### src/rtl/rstc_pkg.sv
package rstc_pkg;
  localparam int unsigned LINES_PER_BANK = 32;

  typedef logic [LINES_PER_BANK-1:0] word_t;

  typedef enum logic [1:0] {
    REGION_NONE  = 2'd0,
    REGION_PULSE = 2'd1,
    REGION_LEVEL = 2'd2
  } region_e;
endpackage

### src/rtl/rstc_addr_decode.sv
module rstc_addr_decode
  import rstc_pkg::*;
#(
  parameter int unsigned ADDR_W       = 8,
  parameter int unsigned NUM_BANKS    = 8,
  parameter int unsigned LEVEL_OFFSET = 32'h7c,
  parameter int unsigned BANK_W       = 3
) (
  input  logic [ADDR_W-1:0] addr,
  output region_e           region,
  output logic [BANK_W-1:0] bank
);
  localparam logic [31:0] PULSE_END = 32'(4 * NUM_BANKS);
  localparam logic [31:0] LEVEL_BEG = 32'(LEVEL_OFFSET);
  localparam logic [31:0] LEVEL_END = 32'(LEVEL_OFFSET + 4 * NUM_BANKS);

  logic [31:0] byte_addr;
  logic [31:0] level_rel;

  assign byte_addr = 32'(addr);
  assign level_rel = byte_addr - LEVEL_BEG;

  // Trigger region is tested first, so it wins if the two ever overlap.
  always_comb begin
    region = REGION_NONE;
    bank   = '0;
    if (addr[1:0] == 2'b00) begin
      if (byte_addr < PULSE_END) begin
        region = REGION_PULSE;
        bank   = BANK_W'(byte_addr >> 2);
      end else if ((byte_addr >= LEVEL_BEG) && (byte_addr < LEVEL_END)) begin
        region = REGION_LEVEL;
        bank   = BANK_W'(level_rel >> 2);
      end
    end
  end
endmodule

### src/rtl/rstc_pulse_bank.sv
module rstc_pulse_bank
  import rstc_pkg::*;
#(
  parameter int unsigned PULSE_CYCLES = 16
) (
  input  logic  clk,
  input  logic  rst_n,
  input  word_t trig,
  output word_t active
);
  localparam int unsigned CNT_W = $clog2(PULSE_CYCLES + 1);

  // One down-counter per line; a trigger bit reloads it.
  for (genvar i = 0; i < LINES_PER_BANK; i++) begin : g_line
    logic [CNT_W-1:0] remain;

    always_ff @(posedge clk or negedge rst_n) begin
      if (!rst_n) begin
        remain <= '0;
      end else if (trig[i]) begin
        remain <= CNT_W'(PULSE_CYCLES);
      end else if (remain != '0) begin
        remain <= remain - 1'b1;
      end
    end

    assign active[i] = (remain != '0);
  end
endmodule

### src/rtl/rstc_level_bank.sv
module rstc_level_bank
  import rstc_pkg::*;
(
  input  logic  clk,
  input  logic  rst_n,
  input  logic  we,
  input  word_t wdata,
  output word_t held
);
  // Active-low hold bits; all lines released out of reset.
  always_ff @(posedge clk or negedge rst_n) begin
    if (!rst_n) begin
      held <= '1;
    end else if (we) begin
      held <= wdata;
    end
  end
endmodule

### src/rtl/bank_reset_ctrl.sv
module bank_reset_ctrl
  import rstc_pkg::*;
#(
  parameter int unsigned NUM_BANKS    = 8,
  parameter int unsigned LEVEL_OFFSET = 32'h7c,
  parameter int unsigned ADDR_W       = 8,
  parameter int unsigned PULSE_CYCLES = 16
) (
  input  logic                                clk,
  input  logic                                rst_n,
  input  logic [ADDR_W-1:0]                   addr,
  input  logic                                wr_en,
  input  logic [31:0]                         wr_data,
  output logic [31:0]                         rd_data,
  output logic [NUM_BANKS*LINES_PER_BANK-1:0] rst_out
);
  localparam int unsigned NUM_LINES = NUM_BANKS * LINES_PER_BANK;
  localparam int unsigned BANK_W    = (NUM_BANKS > 1) ? $clog2(NUM_BANKS) : 1;

  region_e              region;
  logic [BANK_W-1:0]    bank;
  word_t                held_words [NUM_BANKS];
  logic [NUM_LINES-1:0] level_q;

  rstc_addr_decode #(
    .ADDR_W      (ADDR_W),
    .NUM_BANKS   (NUM_BANKS),
    .LEVEL_OFFSET(LEVEL_OFFSET),
    .BANK_W      (BANK_W)
  ) u_dec (
    .addr  (addr),
    .region(region),
    .bank  (bank)
  );

  for (genvar b = 0; b < NUM_BANKS; b++) begin : g_bank
    logic  sel;
    word_t trig;
    word_t active;
    logic  lvl_we;

    assign sel    = (bank == BANK_W'(b));
    assign trig   = (wr_en && sel && (region == REGION_PULSE)) ? wr_data : '0;
    assign lvl_we = wr_en && sel && (region == REGION_LEVEL);

    rstc_pulse_bank #(
      .PULSE_CYCLES(PULSE_CYCLES)
    ) u_pulse (
      .clk   (clk),
      .rst_n (rst_n),
      .trig  (trig),
      .active(active)
    );

    rstc_level_bank u_level (
      .clk  (clk),
      .rst_n(rst_n),
      .we   (lvl_we),
      .wdata(wr_data),
      .held (held_words[b])
    );

    assign level_q[b*LINES_PER_BANK +: LINES_PER_BANK] = held_words[b];
    assign rst_out[b*LINES_PER_BANK +: LINES_PER_BANK] = active | ~held_words[b];
  end

  // Only level words read back; trigger words and holes read as zero.
  always_comb begin
    rd_data = '0;
    if (region == REGION_LEVEL) begin
      rd_data = held_words[bank];
    end
  end
endmodule

### config.mk
export PLATFORM = sky130hd
export DESIGN_NAME = bank_reset_ctrl
export DESIGN_NICKNAME = d
export VERILOG_FILES = /design/src/rtl/rstc_pkg.sv /design/src/rtl/rstc_addr_decode.sv /design/src/rtl/rstc_pulse_bank.sv /design/src/rtl/rstc_level_bank.sv /design/src/rtl/bank_reset_ctrl.sv
export SDC_FILE = /design/constraint.sdc
export NUM_CORES = 2
export LEC_CHECK = 0
export BUFFER_PORTS_ARGS = -buffer_cell sky130_fd_sc_hd__buf_2
export CORE_UTILIZATION = 30
export CTS_CLUSTER_SIZE = 28
export DETAILED_ROUTE_END_ITERATION = 10
export PLACE_DENSITY = 0.49
export SYNTH_ARGS = -nofsm -noshare
export SYNTH_HDL_FRONTEND = slang
export SYNTH_SLANG_ARGS = --single-unit
### constraint.sdc
create_clock -name clk -period 2.6 [get_ports clk]
set_input_delay 0.26 -clock clk [delete_from_list [all_inputs] [get_ports clk]]
set_output_delay 0.26 -clock clk [all_outputs]
set_load 0.02 [all_outputs]
Word level (Yosys, flattened, before mapping)
Index checks and enable logic that the tools add are counted.
W data, S select, Z words.

word-level totals
  flip-flop bits (word level) = 1536
  output and inout port bits = 288
  word-level logic and storage cells = 1620

operators by class
  $add $sub $neg = 257
  magnitude comparators = 4
  equal/unequal tests = 9
  mux-type cells = 530
  bitwise logic cells = 17
  reduce and logical (&&, ||, !) cells = 539

operators by type and width
  cell                   number
  $mux W5                512
  $reduce_bool A5 Y1     256
  $sub A5 B1 Y5 const B  256
  $reduce_bool A2 Y1     256
  $mux W32               11
  $not A32 Y32           8
  $or A32 B32 Y32        8
  $bmux W32 S3           1
  $logic_and A1 B1 Y1    25
  $eq A3 B3 Y1 const B   4
  $mux W3                3
  $ge A8 B7 Y1 const B   1
  $lt A8 B6 Y1 const B   1
  $lt A8 B8 Y1 const B   1
  $eq A3 B2 Y1 const B   2
  $mux W2                3
  $sub A5 B5 Y5 const B  1
  $ge A4 B4 Y1 const B   1
  $not A3 Y4             1
  $eq A3 B1 Y1 const B   1
  $logic_not A3 Y1       1
  $eq A2 B1 Y1 const B   1
  $eq A2 B2 Y1 const B   1
  $logic_not A2 Y1       1

Depth between registers and ports, before layout
  depth in word-level cells = 10
  mapped depth = 11
  depth with buffers taken out = 7

Hierarchy
From an unflattened synthesis, not the netlist that was laid out.

second synthesis, totals
  cell total of the unflattened synthesis = 7763
  area total of the unflattened synthesis = 81311.7 um2

by module, submodules not included
  module            instances  cells each  area each (um2)  sequential area each (um2)
  rstc_pulse_bank   8          801         8057.7           4003.8
  rstc_level_bank   8          68          1385.1           840.8
  bank_reset_ctrl   1          793         5634.2           0.0
  rstc_addr_decode  1          18          135.1            0.0

Least setup slack after synthesis
No wires, ideal clock.

  kind = input to output
  start point = in addr[2]
  end point = out rd_data[16]
  arrival time = 2221 ps
  required time = 2340 ps
  path slack = 119 ps
  stages = 10
  cell sequence = ha_1 and4_1 buf_2 a32oi_1 or2_2 clkbuf_1 clkbuf_1 o22a_1 a21boi_0 o221ai_1

between the ends
  cells in the longest elaborated chain, start to end = 10
  elaborated cells on any way between the ends = 17
  classes of those cells = add/sub: 1; order compare: 3; eq/ne: 1; mux: 10; bitwise: 1; reduce/logical: 1

RTL lines
  what                                          line                    text
  from (decl)                                   bank_reset_ctrl.sv:11   input logic [ADDR_W-1:0] addr,
  $ge A8 B7 Y1 or $lt A8 B8 Y1 (tied branches)  rstc_addr_decode.sv:31  end else if ((byte_addr >= LEVEL_BEG) && (byte_addr < LEVEL_END)) begin
  $logic_and A1 B1 Y1                           rstc_addr_decode.sv:31
  $mux W3                                       rstc_addr_decode.sv:31
  $mux W3                                       rstc_addr_decode.sv:28  if (byte_addr < PULSE_END) begin
  $mux W3                                       rstc_addr_decode.sv:27  if (addr[1:0] == 2'b00) begin
  $not A3 Y4 (not written as such)              bank_reset_ctrl.sv:71   rd_data = held_words[bank];
  $bmux W32 S3                                  bank_reset_ctrl.sv:71
  $mux W32 (not written as such) (2 in a row)   bank_reset_ctrl.sv:71
  $mux W32 *                                    bank_reset_ctrl.sv:70   if (region == REGION_LEVEL) begin
  to (decl)                                     bank_reset_ctrl.sv:14   output logic [31:0] rd_data,

Every way passes the cells marked *; elsewhere a longest branch is shown, timed or not. The select of a mux whose other input is x is not followed.

Worst setup path after layout
  start point = in addr[7]
  end point = out rd_data[19]

Same word-level chain as after synthesis.

==> out/results.tsv <==
metric	value	unit
powerDensity	1170	nW/um^2
cpMostUsedCell	buf_16	
hpwl	172000	um
synthAdderAreaFrac	0.0819	
leakagePower	43.0	nW
layout-drive-gt1-share	0.236	
netlist_area	78400	um^2
clock_latency	850	ps
rows	187	
stdcell_count	12500	
max_freq	358	MHz
critPathTopFamily	buffers and inverters	
tightest_slew	790	ps
globalplace.congestion	0.861	
finalSetupViolations	32	
postSynthAreaPerCell	9.92	um^2
cts_buffers	184	
rsz0062_at_grt	true	
violations	setup timing	
cts_root_buffer	clkbuf_16	
worstPathBufferInverterCount	6	
synth_compound_area_frac	0.0642	
htreeDepth	4	
drtPass1Iterations	5	
synth_enable_flop_cells	0	
crit_chain	buf_8, or4b_4, nor2_4, a22oi_4, buf_12, buf_16, buf_16, o221ai_4, a21boi_2, o221ai_2, buf_4, buf_6	
synthCells	7902	
seqPwrFrac	0.388	
clockBufferDepth	3	
initial_core_util	0.302	
cp_slowest_stage_delay	580	ps
skew	46.3	ps
ys_warn_count	0	
p_comb_frac	0.382	
grt_first_pass_wirelength	365000	um
final_cell_mix	nor2_1 (1542), dfrtp_1 (1280), xnor2_1 (718)	
io_buffers	330	
fin_crit	2790	ps
drv_slew	0	
p_sw	42.5	mW
antenna_found_initial	17	
status	finished, violations left	
hold_depth	6	
synth_seq_cells	1536	
vias	59700	
synthFlopType	dfrtp_1	
slowest_stage	or4b_4	
drtAntennaViolNets	0	
die_h	513	um
power	115	mW
min_path_type	input pin to register	
first_iter_violations	3097	
drc	0	
reg2regPathDepth	8	
die_w	513	um
swShare	0.368	
max_slew_margin	0.474	
drv_cap	0	
period_share	1.07	
grt_max_degree	115	
hold_viol	0	
timing_worst_setup_path_type	input pin to primary output	
seq_area_frac_synth	0.494	
cp.depth	12	
synth_top_family_by_area	simple AND/OR/NAND/NOR gates	
dieArea	263000	um^2
ys_async_sr_fraction	1.00	
start_kind	input pin	
worstPathRequired	2340	ps
fill_cells	25500	
p_int	72.9	mW
fin_setup_tns	-4490	ps
syn2layout_area_growth	26.3	%
cp-end-kind	primary output	
clkPwrFrac	0.230	
yosysUniqueCellTypes	58	
synth-xor-area-share	0.102	
cts_tree	done	
vias_per_cell	4.79	
post-route-cell-area	99000	um^2
globalRouteTotalUtil	0.180	
grt_pass1_vias	60600	
clk_pin_slew_worst_paths	60	ps
arrival	2530	ps
boundaryPins	331	
core	260000	um^2
clock_sinks	1536	
final_common_cell	nor2_1	
grt.overflow.total	0	
layout_setup_ws	-192	ps
cp_max_fo	6	
dpl.cell_count	11900	
place_area	88200	um^2
post-place-ws	-501	ps
wire_per_inst	19.3	um
routed_wl	240000	um
nNetsFinal	9444	
ir_worst_vdd	0.670	mV
synthSimpleGateAreaFrac	0.181	
synth_nets	8458	
synthMuxAreaShare	0.0373	
## cell usage after synthesis (22+ instances only)
cell type / n / area [um^2]
mux2_2: 195 / 2200
nor2b_1: 51 / 319
and2_0: 28 / 175
o22a_1: 30 / 263
buf_2: 73 / 365
nor2_1: 1548 / 5810
xor2_1: 194 / 1700
o221ai_1: 63 / 552
nor3_1: 374 / 1870
nand2_1: 592 / 2220
a211oi_1: 33 / 248
nor4_1: 201 / 1260
o22ai_1: 198 / 1240
ha_1: 513 / 6420
nand3_1: 32 / 160
or3_1: 50 / 313
dfstp_2: 256 / 6730
inv_1: 585 / 2200
xnor2_1: 718 / 6290
mux2_1: 60 / 676
and2_1: 22 / 138
a211o_1: 58 / 508
dfrtp_1: 1280 / 32000
clkbuf_1: 117 / 439
nor4b_1: 201 / 1760
o21a_1: 31 / 233
a21oi_1: 313 / 1570
## sequential cells by signal, summed over array words and instances (netlist names)
register / flops
g_bank.u_level.held: 256
g_bank.u_pulse.g_line.remain: 1280
## cell families after synthesis
family / count (synthesis)
AND/OR/NAND/NOR: 3116
flip-flops: 1536
XOR/XNOR: 912
buffers and inverters: 789
AO/OA/AOI/OAI: 776
adder cells (fa/ha/maj): 513
multiplexers: 260
## worst min-delay path, cell delays in order
cell	delay [ps]
buf_2	140
buf_4	170
nor2_4	70
buf_4	140
nand2_1	110
o22ai_1	90
## per-layer routing
layer	up-vias	track usage	share of wire
met1	29900	0.241	0.46
met2	984	0.297	0.47
met5	-	0	0.00017
met3	361	0.0257	0.041
li1	28500	-	-
met4	6	0.0577	0.032
## through the flow
step                      utilization  hold slack (ps)
after floorplan                     -            -35.6
after global placement          0.340              193
after detailed placement        0.340              193
after CTS                       0.376             94.8
after global routing            0.381              166
final                           0.381              194
## power by group through the flow
stage          combinational, mW  clock, mW  sequential, mW
2_1_floorplan               34.9          0            41.9
3_3_place_gp                41.0          0            43.8
3_5_place_dp                42.8          0            44.0
4_1_cts                     43.8       27.5            44.2
5_1_grt                     51.1       28.4            46.2
6_report                    44.1       26.5            44.8
## final timing paths
path                                                                   start                                                 end  slack (ps)
min reg2reg                g_bank[3].u_pulse.g_line[2].remain[4]$_DFFE_PN0P_   g_bank[3].u_pulse.g_line[2].remain[4]$_DFFE_PN0P_         510
min in group asynchronous                                              rst_n              g_bank[0].u_level.held[12]$_DFFE_PN1P_         270
max                                                                  addr[7]                                         rd_data[19]        -190
max in group asynchronous                                              rst_n  g_bank[3].u_pulse.g_line[18].remain[0]$_DFFE_PN0P_        1270
max reg2reg                g_bank[3].u_pulse.g_line[4].remain[0]$_DFFE_PN0P_   g_bank[3].u_pulse.g_line[4].remain[3]$_DFFE_PN0P_         860
min                                                                  addr[4]  g_bank[0].u_pulse.g_line[29].remain[4]$_DFFE_PN0P_         190
## layout make-up
type	instances	area, um^2	share of cell area
diodes	3	7.51	0.0000758
flip-flops and latches	1536	38800	0.391
well taps	3402	4260	0.0430
repair buffers	1004	8300	0.0839
clock buffers	299	5640	0.0570
inverters	585	2200	0.0222
clock inverters	48	644	0.00651
multi-input cells	5577	39200	0.396
## what timing repair did
action                                 4_1_cts  5_1_grt
gates resized for setup                    438      210
setup endpoints to repair                  179      166
endpoints found under the hold margin     1314        0
pin swaps                                   79       45
buffers inserted                            80       49
hold buffers                                34        0
cloned                                       6        3
No activity file was read; power rests on OpenSTA's default activity.
